**src/rtl/erase_stat_pkg.sv**
```systemverilog
package erase_stat_pkg;
  typedef enum logic [2:0] {
    ST_READ  = 3'd0,
    ST_WIN   = 3'd1,
    ST_ERASE = 3'd2,
    ST_PROG  = 3'd3,
    ST_FAULT = 3'd4
  } esg_state_e;

  // status bit positions
  localparam int unsigned POLL_BIT  = 7;
  localparam int unsigned TOG_BIT   = 6;
  localparam int unsigned LIMIT_BIT = 5;
  localparam int unsigned WIN_BIT   = 3;
endpackage

```
**src/rtl/esg_sequencer.sv**
```systemverilog
module esg_sequencer
  import erase_stat_pkg::*;
#(
  parameter int unsigned NUM_SECT  = 8,
  parameter int unsigned SECT_W    = 3,
  parameter int unsigned WIN_CYC   = 200,
  parameter int unsigned PGM_CYC   = 16,
  parameter int unsigned ERASE_CYC = 400
) (
  input  logic                clk,
  input  logic                rst_n,
  input  logic                pgm_req,
  input  logic                pgm_msb,
  input  logic                chip_req,
  input  logic                sect_req,
  input  logic [SECT_W-1:0]   sect_sel,
  input  logic                other_cmd,
  input  logic                abort_req,
  input  logic                alg_fault,
  output esg_state_e          state_o,
  output logic [NUM_SECT-1:0] mask_o,
  output logic                d7_o,
  output logic                op_erase_o
);
  localparam int unsigned MAX_A = (WIN_CYC > PGM_CYC) ? WIN_CYC : PGM_CYC;
  localparam int unsigned MAX_C = (MAX_A > ERASE_CYC) ? MAX_A : ERASE_CYC;
  localparam int unsigned CNT_W = $clog2(MAX_C + 1);
  localparam logic [CNT_W-1:0] WIN_LAST   = CNT_W'(WIN_CYC - 1);
  localparam logic [CNT_W-1:0] PGM_LAST   = CNT_W'(PGM_CYC - 1);
  localparam logic [CNT_W-1:0] ERASE_LAST = CNT_W'(ERASE_CYC - 1);

  esg_state_e          st, st_n;
  logic [CNT_W-1:0]    cnt, cnt_n;
  logic [NUM_SECT-1:0] mask, mask_n, sel_dec;
  logic                d7, ope, ope_n, ld_d7, cancel;

  // one-hot decode of the requested sector
  genvar g;
  generate
    for (g = 0; g < NUM_SECT; g++) begin : g_dec
      assign sel_dec[g] = (sect_sel == SECT_W'(g));
    end
  endgenerate

  assign cancel = other_cmd | pgm_req | chip_req | abort_req;

  always_comb begin
    st_n   = st;
    cnt_n  = cnt;
    mask_n = mask;
    ope_n  = ope;
    ld_d7  = 1'b0;
    case (st)
      ST_READ: begin
        if (pgm_req) begin
          st_n = ST_PROG; cnt_n = '0; ld_d7 = 1'b1; ope_n = 1'b0;
        end else if (chip_req) begin
          st_n = ST_ERASE; cnt_n = '0; mask_n = '1; ope_n = 1'b1;
        end else if (sect_req) begin
          st_n = ST_WIN; cnt_n = '0; mask_n = sel_dec; ope_n = 1'b1;
        end
      end
      ST_WIN: begin
        if (cancel) begin
          st_n = ST_READ; cnt_n = '0; mask_n = '0;
        end else if (sect_req) begin
          cnt_n = '0; mask_n = mask | sel_dec;
        end else if (cnt == WIN_LAST) begin
          st_n = ST_ERASE; cnt_n = '0;
        end else begin
          cnt_n = cnt + 1'b1;
        end
      end
      ST_ERASE: begin
        if (alg_fault) begin
          st_n = ST_FAULT;
        end else if (cnt == ERASE_LAST) begin
          st_n = ST_READ; cnt_n = '0; mask_n = '0;
        end else begin
          cnt_n = cnt + 1'b1;
        end
      end
      ST_PROG: begin
        if (alg_fault) begin
          st_n = ST_FAULT;
        end else if (cnt == PGM_LAST) begin
          st_n = ST_READ; cnt_n = '0;
        end else begin
          cnt_n = cnt + 1'b1;
        end
      end
      ST_FAULT: begin
        if (abort_req) begin
          st_n = ST_READ; cnt_n = '0; mask_n = '0;
        end
      end
      default: begin
        st_n = ST_READ; cnt_n = '0; mask_n = '0;
      end
    endcase
  end

  always_ff @(posedge clk or negedge rst_n) begin
    if (!rst_n) begin
      st   <= ST_READ;
      cnt  <= '0;
      mask <= '0;
      ope  <= 1'b0;
      d7   <= 1'b0;
    end else begin
      st   <= st_n;
      cnt  <= cnt_n;
      mask <= mask_n;
      ope  <= ope_n;
      if (ld_d7) d7 <= pgm_msb;
    end
  end

  assign state_o    = st;
  assign mask_o     = mask;
  assign d7_o       = d7;
  assign op_erase_o = ope;


  mask_grow_chk: assert property (@(posedge clk) disable iff (!rst_n)
    (st == ST_WIN && sect_req && !cancel) |=> ((mask & $past(mask)) == $past(mask)));

  cancel_chk: assert property (@(posedge clk) disable iff (!rst_n)
    (st == ST_WIN && cancel) |=> (st == ST_READ && mask == '0));

  busy_hold_chk: assert property (@(posedge clk) disable iff (!rst_n)
    (st == ST_ERASE && !alg_fault && cnt != ERASE_LAST) |=> (st == ST_ERASE && $stable(mask)));

  erase_mask_chk: assert property (@(posedge clk) disable iff (!rst_n)
    (st == ST_ERASE) |-> (mask != '0));

  fault_hold_chk: assert property (@(posedge clk) disable iff (!rst_n)
    (st == ST_FAULT && !abort_req) |=> (st == ST_FAULT));
endmodule

```
**src/rtl/esg_status.sv**
```systemverilog
module esg_status
  import erase_stat_pkg::*;
(
  input  logic       clk,
  input  logic       rst_n,
  input  esg_state_e st,
  input  logic       d7,
  input  logic       op_erase,
  input  logic       rd_stb,
  output logic [7:0] stat_byte,
  output logic       stat_vld,
  output logic       busy
);
  logic       tog, tog_n, vld_n, rd_hit;
  logic [7:0] rsp, stat_n;

  assign busy   = (st != ST_READ);
  assign rd_hit = rd_stb & busy;

  always_comb begin
    rsp            = 8'h00;
    rsp[POLL_BIT]  = (st == ST_PROG || (st == ST_FAULT && !op_erase)) ? ~d7 : 1'b0;
    rsp[TOG_BIT]   = tog;
    rsp[LIMIT_BIT] = (st == ST_FAULT);
    rsp[WIN_BIT]   = (st == ST_ERASE) || (st == ST_FAULT && op_erase);
    tog_n  = busy ? (rd_stb ? ~tog : tog) : 1'b0;
    stat_n = rd_hit ? rsp : 8'h00;
    vld_n  = rd_hit;
  end

  always_ff @(posedge clk or negedge rst_n) begin
    if (!rst_n) begin
      tog       <= 1'b0;
      stat_byte <= 8'h00;
      stat_vld  <= 1'b0;
    end else begin
      tog       <= tog_n;
      stat_byte <= stat_n;
      stat_vld  <= vld_n;
    end
  end


  rd_busy_chk: assert property (@(posedge clk) disable iff (!rst_n)
    (rd_stb && busy) |=> stat_vld);

  idle_quiet_chk: assert property (@(posedge clk) disable iff (!rst_n)
    (!rd_stb || !busy) |=> (!stat_vld && stat_byte == 8'h00));

  tog_flip_chk: assert property (@(posedge clk) disable iff (!rst_n)
    (rd_stb && busy && $past(rd_stb) && $past(busy)) |=> (stat_byte[TOG_BIT] != $past(stat_byte[TOG_BIT])));

  win_poll_chk: assert property (@(posedge clk) disable iff (!rst_n)
    (stat_vld && stat_byte[WIN_BIT]) |-> !stat_byte[POLL_BIT]);
endmodule

```
**src/rtl/erase_status_ctrl.sv**
```systemverilog
module erase_status_ctrl
  import erase_stat_pkg::*;
#(
  parameter int unsigned NUM_SECT  = 8,
  parameter int unsigned SECT_W    = $clog2(NUM_SECT),
  parameter int unsigned WIN_CYC   = 200,
  parameter int unsigned PGM_CYC   = 16,
  parameter int unsigned ERASE_CYC = 400
) (
  input  logic                clk,
  input  logic                rst_n,
  input  logic                pgm_req,
  input  logic                pgm_msb,
  input  logic                chip_erase_req,
  input  logic                sect_erase_req,
  input  logic [SECT_W-1:0]   sect_sel,
  input  logic                other_cmd,
  input  logic                abort_req,
  input  logic                alg_fault,
  input  logic                rd_stb,
  output logic [7:0]          stat_byte,
  output logic                stat_vld,
  output logic                busy,
  output logic [NUM_SECT-1:0] sect_mask,
  output logic                read_mode
);
  esg_state_e st;
  logic       d7, op_erase;

  esg_sequencer #(
    .NUM_SECT(NUM_SECT), .SECT_W(SECT_W), .WIN_CYC(WIN_CYC),
    .PGM_CYC(PGM_CYC), .ERASE_CYC(ERASE_CYC)
  ) u_seq (
    .clk(clk), .rst_n(rst_n), .pgm_req(pgm_req), .pgm_msb(pgm_msb),
    .chip_req(chip_erase_req), .sect_req(sect_erase_req), .sect_sel(sect_sel),
    .other_cmd(other_cmd), .abort_req(abort_req), .alg_fault(alg_fault),
    .state_o(st), .mask_o(sect_mask), .d7_o(d7), .op_erase_o(op_erase)
  );

  esg_status u_stat (
    .clk(clk), .rst_n(rst_n), .st(st), .d7(d7), .op_erase(op_erase),
    .rd_stb(rd_stb), .stat_byte(stat_byte), .stat_vld(stat_vld), .busy(busy)
  );

  assign read_mode = (st == ST_READ);
endmodule

```
**config.mk**
```make
export PLATFORM = sky130hd
export DESIGN_NAME = erase_status_ctrl
export DESIGN_NICKNAME = d
export VERILOG_FILES = /design/src/rtl/erase_stat_pkg.sv /design/src/rtl/esg_sequencer.sv /design/src/rtl/esg_status.sv /design/src/rtl/erase_status_ctrl.sv
export SDC_FILE = /design/constraint.sdc
export NUM_CORES = 1
export LEC_CHECK = 0
export BUFFER_PORTS_ARGS = -buffer_cell sky130_fd_sc_hd__buf_2
export CORE_ASPECT_RATIO = 0.6
export CORE_MARGIN = 2
export CORE_UTILIZATION = 58
export CTS_CLUSTER_SIZE = 30
export DETAILED_ROUTE_END_ITERATION = 10
export GPL_ROUTABILITY_DRIVEN = 0
export GPL_TIMING_DRIVEN = 0
export PLACE_DENSITY = 0.84
export SYNTH_ARGS = -nofsm -noshare
export SYNTH_HDL_FRONTEND = slang
export SYNTH_SLANG_ARGS = --single-unit
```
**constraint.sdc**
```tcl
create_clock -name clk -period 2.8 [get_ports clk]
set_clock_uncertainty 0.2 [all_clocks]
set_input_delay 0.42 -clock clk [delete_from_list [all_inputs] [get_ports clk]]
set_output_delay 0.42 -clock clk [all_outputs]
set_load 0.03 [all_outputs]
```
Yosys cells after proc, flatten, opt, wreduce, memory -nomap -nowiden
Cells that the tools add are included.
{ "totals": {"latch_bits": 0, "mem_bits_ro": 0, "ram_bits": 0, "wordCells": 99, "register_bits": 32, "in_bits": 13, "memories": 0} }
{ "op_classes": {"bitwise": 8, "n_lt_le_gt_ge": 0, "addsub": 1, "n_shift": 0, "eq_ne": 27, "muxes": 42, "n_mul": 0, "n_reduce_logical": 13, "n_div": 0} }
{ "ops": {"columns": ["cell", "n"], "rows": [
  ["9-bit 2-to-1 mux", 11],
  ["8-bit 2-to-1 mux", 9],
  ["9-bit case mux with 5 select lines", 1],
  ["8-bit case mux with 5 select lines", 1],
  ["3-bit 2-to-1 mux", 11],
  ["3-bit equality test (second input constant)", 5],
  ["3-bit case mux with 5 select lines", 1],
  ["3-bit by 2-bit equality test with 1-bit output (second input constant)", 4],
  ["3-bit by 2-bit inequality test with 1-bit output (second input constant)", 4],
  ["2-bit inequality test (second input constant)", 5],
  ["9-bit by 1-bit adder with 9-bit output (second input constant)", 1],
  ["9-bit by 4-bit equality test with 1-bit output (second input constant)", 1],
  ["9-bit by 8-bit equality test with 1-bit output (second input constant)", 1],
  ["9-bit equality test (second input constant)", 1],
  ["1-bit 2-to-1 mux", 8],
  ["8-bit OR", 1],
  ["7-bit AND reduction", 1],
  ["3-bit by 1-bit equality test with 1-bit output (second input constant)", 2],
  ["3-bit logical NOT", 2],
  ["6-bit AND reduction", 1],
  ["3-bit nonzero test", 2],
  ["4-bit inequality test (second input constant)", 1],
  ["4-bit AND reduction", 1],
  ["3-bit by 1-bit inequality test with 1-bit output (second input constant)", 1],
  ["other kinds (9)", 15]
]} }

Longest topological paths before layout
{ "logic_depth": {"word_depth": 5, "depth_mapped": 7, "depth_no_buf": 6} }

By module
Synthesis repeated with hierarchy kept, for this count alone.
{ "hier_totals": {"cells_unflattened": 178, "hier_area_um2": 1649.1} }
{ "modules_own_cells": {"columns": ["module", "cells_per_inst", "area_per_inst_um2", "instances"], "rows": [
  ["esg_sequencer", 151, 1358.8, 1],
  ["esg_status", 26, 280.3, 1],
  ["erase_status_ctrl", 1, 10.0, 1]
]} }

Worst setup path after synthesis
Ideal clock, no wire load.
{ "synth_timing": {"kind": "register -> register", "startpoint": "reg u_seq.st[1] (netlist: u_seq.state_o[1])", "endpoint": "reg u_seq.cnt[7]", "arrival_ns": 1.743, "path_stages_with_launch": 8, "setup_slack_ns": 0.736, "required_ns": 2.479, "cell_sequence": "dfrtp_1 -> or3_1 -> buf_2 -> inv_2 -> a21oi_1 -> nor2b_2 -> buf_4 -> a22o_1"} }
{ "synth_via": {"elab_chain_len": 3, "elab_cells_between_ends": 11} }
{ "synth_lines": {"columns": ["element", "line_no", "text"], "rows": [
  ["start: declaration", "esg_sequencer.sv:32", "esg_state_e st, st_n;"],
  ["start signal: assignment", "esg_sequencer.sv:111", "st <= st_n;"],
  ["3-bit logical NOT *", null, null],
  ["net read_mode", "erase_status_ctrl.sv:25", "output logic read_mode"],
  ["4-bit inequality test (no line)", null, null],
  ["4-bit AND reduction (no line)", null, null],
  ["end signal: assignment", "esg_sequencer.sv:112", "cnt <= cnt_n;"],
  ["end: declaration", "esg_sequencer.sv:33", "logic [CNT_W-1:0] cnt, cnt_n;"]
]} }
The timed path passes the listed nets; every way through them passes the cells marked *.
A chain may end at the register's enable or synchronous reset.

Worst setup path in the final report
{ "layout_timing": {"startpoint": "reg u_seq.st[2] (netlist: u_seq.state_o[2])", "endpoint": "out read_mode"} }
{ "layout_via": {"elab_chain_len": 1} }
{ "layout_lines": {"columns": ["element", "line_no", "text"], "rows": [
  ["3-bit logical NOT", "erase_status_ctrl.sv:45", "assign read_mode = (st == ST_READ);"],
  ["end: declaration", "erase_status_ctrl.sv:25", null]
]} }
Every way passes these cells.

==> impl_metrics.ini <==
[drt]
ant_nets = 0
maxUsedRoutingLayer = met4
viasPerCell = 5.974
dr.pass1.iters = 4
drt_wl_total_mm = 3.506
wl_met2_mm = 1.534
vias = 1374
wl_met1_mm = 1.633
drt_iter0_markers = 199
drc = 0
met3_length_um = 258
wire_per_inst_um = 15.24

[outcome]
outcome = finished, final reports clean

[floorplan]
dieArea_mm2 = 0.003183
core_area_mm2 = 0.002557
die_x_um = 71.52
die_y_um = 44.51
top_level_ports = 32
num_rows = 14
start_util = 0.6204

[grt]
grt_pass1_vias = 1294
grt_pass1_wl_mm = 5.989
grt.overflow.total = 0
antenna_found_initial = 0
grtUsageTotal = 0.2494
grt_max_degree = 29

[cells_and_area]
diodes = 0
nNetsFinal = 213
nFillCells = 185
area_delta_synth_final_pct = 15.54
drive_gt1_frac = 0.2525

[sta]
finalSetupViolCount = 0
max_slew_margin = 0.5895
fmax_mhz = 433.6
post-route-min-period_ps = 2306
tightest_slew_ps = 615.8
drv_slew = 0
hold_viol = 0
rsz0062_at_grt = no
tns_ps = 0
period_share = 0.8236

[worst_setup_path]
critPathLaunch = u_seq.state_o[2]
arrival_ps = 1690
critPathKind = reg2out
cp_max_fo = 10
endpoint_kind = output port
endpoint = read_mode
reg2reg_slack_ps = 600
r2r_start = u_seq.state_o[2]
regToRegEndpoint = u_seq.mask_o[0]
required_ps = 2180
start_kind = flip-flop
r2r_cells = 6

[cts]
path_clk_slew_ps = 100
clk_path_buf_depth = 2
root_buffer = clkbuf_8
cts_setup_buffers = 0
ctsResizeCount = 0
cts_tree = done
clock-sinks = 28
cts_hold_buf = 1
cts_max_level = 1
clk-insertion-delay-late_ps = 280
cts_buffers = 3

[power_and_ir_drop]
power.net_switching_mw = 0.7642
p_sw_frac = 0.4350
ir_drop_uv = 524.0
power.internal_mw = 0.9927
power_leakage_nw = 0.9023
p_comb_frac = 0.527
p_total_mw = 1.757
power.density_mw_per_mm2 = 958.5
p_clk_frac = 0.145
p_seq_frac = 0.328

[flow_run]
drv_cap = 0

[synthesis]
synthCells = 164
async_flop_share = 1.000
synthFlopType = dfrtp_1
yosysTopAreaCellShare = 0.4416
yosysSeqAreaShare = 0.4416
postSynthAreaPerCell_um2 = 9.674
yosysMostFrequentCell = dfrtp_1
synth_area_leaders = dfrtp_1 (44%), a22o_1 (6.6%), o21ai_0 (4.1%), nor2_1 (3.3%), nand2_1 (3.1%)
synth_common_cells = dfrtp_1 (28), nor2_1 (14), nand2_1 (13), o21ai_0 (13), a22o_1 (12)
synth-seq-cells = 28
netlist_area_mm2 = 0.001587
synth-edff-count = 0
yosys_warnings = 0
yosysUniqueCellTypes = 48
yosysTopAreaCell = dfrtp_1

[hold_path]
worstHoldPathType = in2reg
holdPathStages = 2

[placed_design]
hpwl_mm = 2.565
io_buffers = 26
[per-layer routing]
layer | GRT usage | up-vias
met2 | 0.3685 | 60
li1 | - | 654
met4 | 0.1132 | 0
met3 | 0.06378 | 11
met1 | 0.3493 | 649
met5 | 0 | -
[critical path, cell delays in order, from the launching register on]
cell and delay, ps:
dfrtp_1 500, or3_1 360, buf_2 170, inv_2 140, buf_2 230
[kinds of logic after synthesis]
logic type / synth area share
AND/OR/NAND/NOR: 0.2200
AO/OA/AOI/OAI: 0.2429
flip-flops: 0.4416
buffers and inverters: 0.06624
multiplexers: 0.01341
adder cells (fa/ha/maj): 0.007885
other: 0.002364
XOR/XNOR: 0.005522
[power groups by stage]
stage	sequential [mW]	clock, mW	combinational, mW
2_1_floorplan	0.661	0	0.605
6_report	0.576	0.255	0.926
3_5_place_dp	0.582	0	0.916
3_3_place_gp	0.575	0	0.883
5_1_grt	0.590	0.272	1.01
4_1_cts	0.574	0.259	0.923
[flip-flops by register name (all words and copies together), names as in the netlist]
name              count
u_seq.cnt             9
u_seq.d7_o            1
u_seq.mask_o          8
u_seq.op_erase_o      1
u_seq.state_o         3
u_stat.stat_byte      4
u_stat.stat_vld       1
u_stat.tog            1
[worst min-delay path by stage]
stage / end / slack, ps / start
2_1_floorplan: u_seq.cnt[0] / -80 / rst_n
3_3_place_gp: u_stat.stat_byte[7] / 210 / u_seq.d7_o
3_5_place_dp: u_stat.stat_byte[7] / 220 / u_seq.d7_o
4_1_cts: u_seq.d7_o / 150 / pgm_msb
5_1_grt: u_seq.d7_o / 160 / pgm_msb
6_report: u_seq.d7_o / 150 / pgm_msb
[metrics by stage]
step                std cells    util  setup WS, ps  instance area, um^2  hold WS (ps)
finish                    230  0.7167         494.0                 1833         152.8
CTS                       230  0.7167         521.2                 1833         153.5
detailed placement        225  0.6913         619.2                 1768         221.6
global placement          225  0.6913         644.9                 1768         214.2
floorplan                 167       -         735.8                 1598        -75.59
global route              230  0.7167         415.4                 1833         159.3
[cell usage in the layout, fill, tap and decap left out, types with 2 or more instances in the layout]
cell type  netlist  routed
buf_2            3      29
and3_1           5       5
o21ai_0         13      13
buf_6            2       2
buf_4            6       6
a31oi_1          2       2
nand2_1         13      13
o21ai_1          2       2
and2_1           3       3
nor2b_1          5       5
conb_1           1       4
nor2b_2          2       2
and4bb_2         2       2
nor3_1           4       4
nand3_1          2       2
nor2_1          14      14
dfrtp_1         28      28
a22o_1          12      12
nor3b_1          3       3
clkbuf_8         0       4
inv_1            5       5
a21oi_1          6       6
o21a_1           2       2
o2bb2ai_1        4       4
[layout make-up]
cell class                 instances  area [um^2]  area share
sequential                        28        700.7      0.3823
tap                               32        40.04     0.02184
clock buffer                       4        55.05     0.03003
multi-input combinational        122        792.0      0.4321
buffer                            11        82.58     0.04505
timing repair buffer              27        140.1     0.07645
inverter                           6        22.52     0.01229
(Power assumes the default switching activity.)
